===== src/rtl/clk_mode_ctrl.sv =====
module clk_mode_ctrl #(
  parameter int W = 24,
  parameter int S = 8,
  parameter int HIST = 256,
  parameter int LOCK = 16,
  parameter int LIM_W = 16,
  parameter logic [W-1:0] NOMINAL = 24'h800000
) (
  input  logic             clk,
  input  logic             rst_n,
  input  logic             ref_ok,
  input  logic             lock_in,
  input  logic             tick,
  input  logic [W-1:0]     loop_word,
  input  logic [LIM_W-1:0] hold_limit,
  input  logic [W-1:0]     slew_step,
  output logic [W-1:0]     freq_word,
  output logic [1:0]       mode
);

  localparam int A    = W + S;
  localparam int HC_W = $clog2(HIST + 1);
  localparam int LC_W = $clog2(LOCK + 1);

  typedef enum logic [1:0] {M_FREE = 2'b00, M_NORM = 2'b01, M_HOLD = 2'b10} mode_t;

  mode_t            st, st_nxt;
  logic [W-1:0]     out_q;
  logic             slewing;
  logic [A-1:0]     acc;
  logic [HC_W-1:0]  ucnt;
  logic [LC_W-1:0]  lcnt;
  logic [LIM_W-1:0] hcnt;

  wire good       = ref_ok & lock_in;
  wire qual       = (lcnt == LC_W'(LOCK));
  wire hist_valid = (ucnt == HC_W'(HIST));
  wire upd        = (st == M_NORM) & tick & ref_ok;

  logic signed [A:0] dlt, dstep;
  assign dlt   = $signed({1'b0, loop_word, {S{1'b0}}}) - $signed({1'b0, acc});
  assign dstep = dlt >>> S;

  logic [LIM_W:0] hnext;
  assign hnext = {1'b0, hcnt} + (LIM_W+1)'(1);
  wire expire  = (st == M_HOLD) & tick & (hnext >= {1'b0, hold_limit});

  wire          up   = loop_word > out_q;
  wire [W-1:0]  gap  = up ? loop_word - out_q : out_q - loop_word;
  wire          near = gap <= slew_step;
  wire          snap = (slew_step == '0) | (out_q == loop_word);

  always_comb begin
    st_nxt = st;
    case (st)
      M_FREE:  if (qual) st_nxt = M_NORM;
      M_NORM:  if (!ref_ok) st_nxt = hist_valid ? M_HOLD : M_FREE;
      M_HOLD:  if (qual) st_nxt = M_NORM;
               else if (expire) st_nxt = M_FREE;
      default: st_nxt = M_FREE;
    endcase
  end

  always_ff @(posedge clk) begin
    if (!rst_n) st <= M_FREE;
    else        st <= st_nxt;
  end

  always_ff @(posedge clk) begin
    if (!rst_n || !good || st == M_NORM) lcnt <= '0;
    else if (tick && !qual)              lcnt <= lcnt + LC_W'(1);
  end

  always_ff @(posedge clk) begin
    if (!rst_n)                               ucnt <= '0;
    else if (st_nxt == M_FREE && st != M_FREE) ucnt <= '0;
    else if (upd && !hist_valid)              ucnt <= ucnt + HC_W'(1);
  end

  always_ff @(posedge clk) begin
    if (!rst_n)    acc <= '0;
    else if (upd)  acc <= (ucnt == '0) ? {loop_word, {S{1'b0}}} : acc + dstep[A-1:0];
  end

  always_ff @(posedge clk) begin
    if (!rst_n || st != M_HOLD) hcnt <= '0;
    else if (tick)              hcnt <= hnext[LIM_W-1:0];
  end

  always_ff @(posedge clk) begin
    if (!rst_n)                              slewing <= 1'b0;
    else if (st != M_NORM && st_nxt == M_NORM) slewing <= 1'b1;
    else if (st == M_NORM && snap)           slewing <= 1'b0;
  end

  always_ff @(posedge clk) begin
    if (!rst_n) out_q <= NOMINAL;
    else begin
      case (st)
        M_NORM: begin
          if (!slewing || snap) out_q <= loop_word;
          else if (tick)        out_q <= near ? loop_word : (up ? out_q + slew_step : out_q - slew_step);
        end
        M_HOLD:  out_q <= acc[A-1:S];
        default: out_q <= NOMINAL;
      endcase
    end
  end

  assign freq_word = out_q;
  assign mode      = st;

  p_mode_code_r1: assert property (@(posedge clk) disable iff (!rst_n)
    mode != 2'b11);

  p_qual_entry_r2: assert property (@(posedge clk) disable iff (!rst_n)
    (st == M_NORM && $past(st) != M_NORM) |-> $past(lcnt) == LC_W'(LOCK));

  p_hold_entry_r3: assert property (@(posedge clk) disable iff (!rst_n)
    (st == M_HOLD && $past(st) != M_HOLD) |-> ($past(st) == M_NORM && $past(ucnt) == HC_W'(HIST)));

  p_short_history_r5: assert property (@(posedge clk) disable iff (!rst_n)
    (st == M_NORM && !ref_ok && ucnt != HC_W'(HIST)) |=> st == M_FREE);

  p_timeout_clears_r6: assert property (@(posedge clk) disable iff (!rst_n)
    ($past(st) == M_HOLD && st == M_FREE) |-> ucnt == '0);

  p_free_nominal_r7: assert property (@(posedge clk) disable iff (!rst_n)
    ($past(st) == M_FREE && st == M_FREE) |-> freq_word == NOMINAL);

  p_slew_bound_r8: assert property (@(posedge clk) disable iff (!rst_n)
    (st == M_NORM && $past(st) == M_NORM && $past(slewing) && slew_step != '0 && $stable(slew_step))
    |-> (((freq_word >= $past(freq_word)) ? freq_word - $past(freq_word)
                                          : $past(freq_word) - freq_word) <= slew_step));

endmodule


===== config.mk =====
export PLATFORM = sky130hd
export DESIGN_NAME = clk_mode_ctrl
export DESIGN_NICKNAME = d
export VERILOG_FILES = /design/src/rtl/clk_mode_ctrl.sv
export SDC_FILE = /design/constraint.sdc
export NUM_CORES = 1
export LEC_CHECK = 0
export ABC_CLOCK_PERIOD_IN_PS = 7000
export BUFFER_PORTS_ARGS = -buffer_cell sky130_fd_sc_hd__buf_4
export CORE_MARGIN = 2
export CORE_UTILIZATION = 25
export DETAILED_ROUTE_END_ITERATION = 7
export PLACE_DENSITY = 0.45
export SLEW_MARGIN = 40
export SYNTH_ARGS = -nofsm -noshare
export SYNTH_HDL_FRONTEND = slang
export SYNTH_SLANG_ARGS = --single-unit

===== constraint.sdc =====
create_clock -name clk -period 7 [get_ports clk]
set_input_delay 0.7 -clock clk [delete_from_list [all_inputs] [get_ports clk]]
set_output_delay 0.7 -clock clk [all_outputs]
set_load 0.05 [all_outputs]

==> summary.txt <==
Floorplan
  • Full die area: roughly 48000 um^2
  • Core area: between 40000 and 50000 um^2
  • Starting density of the core: 0.253
  • Top Ports: 95
  • Die W: around 220 um
  • Number of cell rows: 78
  • Die Span Y: between 200 and 250 um

Global route
  • Met1 GRT Util: 0.226
  • Global route total overflow: 0
  • Met3 GRT Util: 0.0145
  • Vias in the first global route: just over 10k
  • Met2 GRT Util: 0.256
  • Initial antenna violation count: 0
  • First-pass GRT wire length: a little under 60000 um
  • Pin count of the biggest net entering global routing: 37
  • GRT Util Overall: 0.160
  • GR peak layer: met2

Final layout
  • Final Util: 0.287
  • Share of layout cells above drive strength 1: 0.0961
  • Area Growth Syn to Fin: 13.4%
  • Commonest non-fill, non-tap cell in the layout: ha_1
  • Layout Nets: approximately 1.8k
  • Final std cell area, no fill: about 13000 um^2
  • Most frequent cells in the layout: 175 x ha_1, 144 x inv_1, 143 x nor2_1
  • Diodes inserted: 0
  • Post-route insts no fill: ~2.2k

Worst setup path
  • Worst path required time: between 7000 and 8000 ps
  • Critical R2R Launch: freq_word[1]
  • CP Launch Type: input port
  • Kind of critical path: in -> reg
  • Critical path's slowest cell: o21ai_4
  • Critical path endpoint category: register
  • Max incr delay on CP: around 470 ps
  • CP max FO: 29
  • Launch point of the critical path: loop_word[0]
  • Worst EP arrival: between 6000 and 7000 ps
  • Crit path top cell by count: buf_4

Detailed routing
  • Vias per std cell: ~5
  • Vias: between 10k and 15k
  • Post-DRT Antenna Nets: 0
  • DRT iter0 DRCs: approximately 630
  • WL/cell: roughly 18 um
  • Drt drc: 0
  • First-pass detailed-route iteration total: 5
  • Total wire length: about 39000 um

STA
  • Final Setup Violations: 0
  • Final setup TNS: 0 ps
  • Final period utilization: 0.857
  • Relative slew slack: 0.500
  • Max Clock Freq: approximately 170 MHz
  • Worst-margin pin slew: 750 ps
  • PnR worst setup slack: 1000 ps
  • RSZ-0062 raised after global routing: no
  • Pins Over Slew Limit: 0
  • Final worst path period need: 6000 ps
  • Final hold violation count: 0
  • Layout Skew: 8.08 ps
  • Worst hold slack: approximately 480 ps

Clocking
  • CTS root buf: clkbuf_16
  • Clk buf depth: 2
  • CTS tree: built
  • Num CTS Buffers: 9
  • Clk slew on worst S/H paths: 70 ps
  • Hold_buf cts: 0
  • Post-CTS Setup Repair Bufs: 0
  • Post_cts resized: 0
  • H-tree depth: 3
  • CTS Sinks: between 80 and 90
  • Worst-skew pair later-pin latency: between 300 and 400 ps

Hold path
  • Worst min path class: reg -> reg
  • Hold_sp: ucnt[1]

Placement
  • # placed instances: 2177
  • PortBufs: 94
  • GP Congestion: about 0.85
  • DP Area: ~13000 um^2
  • Worst slack, placed: 630 ps
  • Detail Placement HPWL: 31900 um

Power and ir drop
  • Total Power: 1.48 mW
  • Peak supply drop: between 100 and 150 uV
  • Total leakage power: around 5.8 nW
  • PD cells: roughly 110 nW/um^2

Run
  • Maxcap violations: 0

Yosys
  • Post-synthesis compound-gate area fraction: 0.276
  • Cell count after synthesis: 1529
  • Post-synth EDFFs: 0
  • Simple-gate area share of the yosys netlist: 0.178
  • Ys Warns: 0
  • FF+latch count, synth: 89
  • Post-Synth XOR/XNOR Area: 0.106
  • Mapped Area: around 11000 um^2
  • Post-synth ARST share: 0
  • Synth unique cells: 89
  • Mean Syn Cell Area: 7.51 um^2
  • Synth Area in Adders: 0.198
  • Register area share after synthesis: 0.155
  • Top_reg_cell synth: dfxtp_1
  • Mux cell area share after synthesis: 0.0134
  • Largest family of logic cells by synthesized area: compound AO/OA/AOI/OAI gates
  • Post-Syn Nets: 1777

Status
  • Outcome: completed
[cells by family after synthesis]
family | count (synthesis)
DFF | 89
and+or+nand+nor | 427
adders and majority gates | 179
buffers and inverters | 205
xor gates and xnor gates | 139
muxes | 15
AOI/OAI and AO/OA | 475
[per-layer routing]
layer  part of all wire  vias up
met2               0.45      203
met5                  0        -
li1                   -     5623
met3              0.029       42
met4              0.019        0
met1               0.50     5123
[worst max-delay path, delay by kind of cell]
kind | cells | cell delay, ps
XOR/XNOR | 1 | 150
AND/OR/NAND/NOR | 5 | 920
buffers and inverters | 5 | 880
adder cells (fa/ha/maj) | 3 | 890
AO/OA/AOI/OAI | 12 | 2350
multiplexers | 1 | 370
[where the power goes]
part	switching (mW)	internal, mW	total (mW)
Combinational	0.296	0.205	0.501
Sequential	0.000163	0.506	0.506
Clock	0.224	0.249	0.473
[Yosys cell counts (4+ instances only)]
| library cell | instances | area, um^2 |
|---|---|---|
| nand2b_1 | 9 | 56.3 |
| a21oi_1 | 125 | 626 |
| a21o_1 | 51 | 383 |
| ha_1 | 175 | 2190 |
| xor2_1 | 62 | 543 |
| buf_6 | 5 | 56.3 |
| nor2_1 | 143 | 537 |
| a211oi_1 | 34 | 255 |
| a221oi_1 | 14 | 123 |
| inv_1 | 144 | 541 |
| o21ai_2 | 4 | 35.0 |
| a31oi_1 | 13 | 81.3 |
| buf_2 | 22 | 110 |
| or3_1 | 5 | 31.3 |
| fa_1 | 4 | 80.1 |
| o22ai_1 | 10 | 62.6 |
| nand3_1 | 39 | 195 |
| o21bai_1 | 11 | 82.6 |
| nand4_1 | 33 | 206 |
| mux2i_1 | 12 | 120 |
| a22oi_1 | 21 | 158 |
| xnor2_1 | 77 | 674 |
| o21a_1 | 22 | 165 |
| nor4_1 | 11 | 68.8 |
| dfxtp_1 | 89 | 1780 |
| o211ai_1 | 11 | 82.6 |
| clkbuf_1 | 30 | 113 |
| o31ai_1 | 12 | 90.1 |
| and2_1 | 8 | 50.1 |
| a211o_1 | 8 | 70.1 |
| nor2b_1 | 15 | 93.8 |
| o21ai_0 | 83 | 415 |
| nand2_1 | 101 | 379 |
| nor3_1 | 28 | 140 |
| and3_1 | 13 | 81.3 |
[registers in the layout, indices dropped and copies added, names as in the netlist]
register	cells
acc	32
lcnt	5
freq_word	24
ucnt	9
mode	2
slewing	1
hcnt	16
[final cells by class]
type / count / area, um^2
inverters: 145 / 544
fillers: 4918 / 32400
clock inverters: 2 / 15.0
flip-flops and latches: 89 / 1780
multi-input cells: 1235 / 8870
repair buffers: 108 / 811
well taps: 600 / 751
clock buffers: 13 / 250
[path summary, 6_finish.rpt]
kind / to / slack, ps / cells after the start
min: ucnt[1] / 480 / 2
max reg2reg: freq_word[2] / 1020 / 24
max: freq_word[2] / 1000 / 27
min reg2reg: ucnt[1] / 480 / 2
Note: power is estimated with default switching activity, not from simulation.
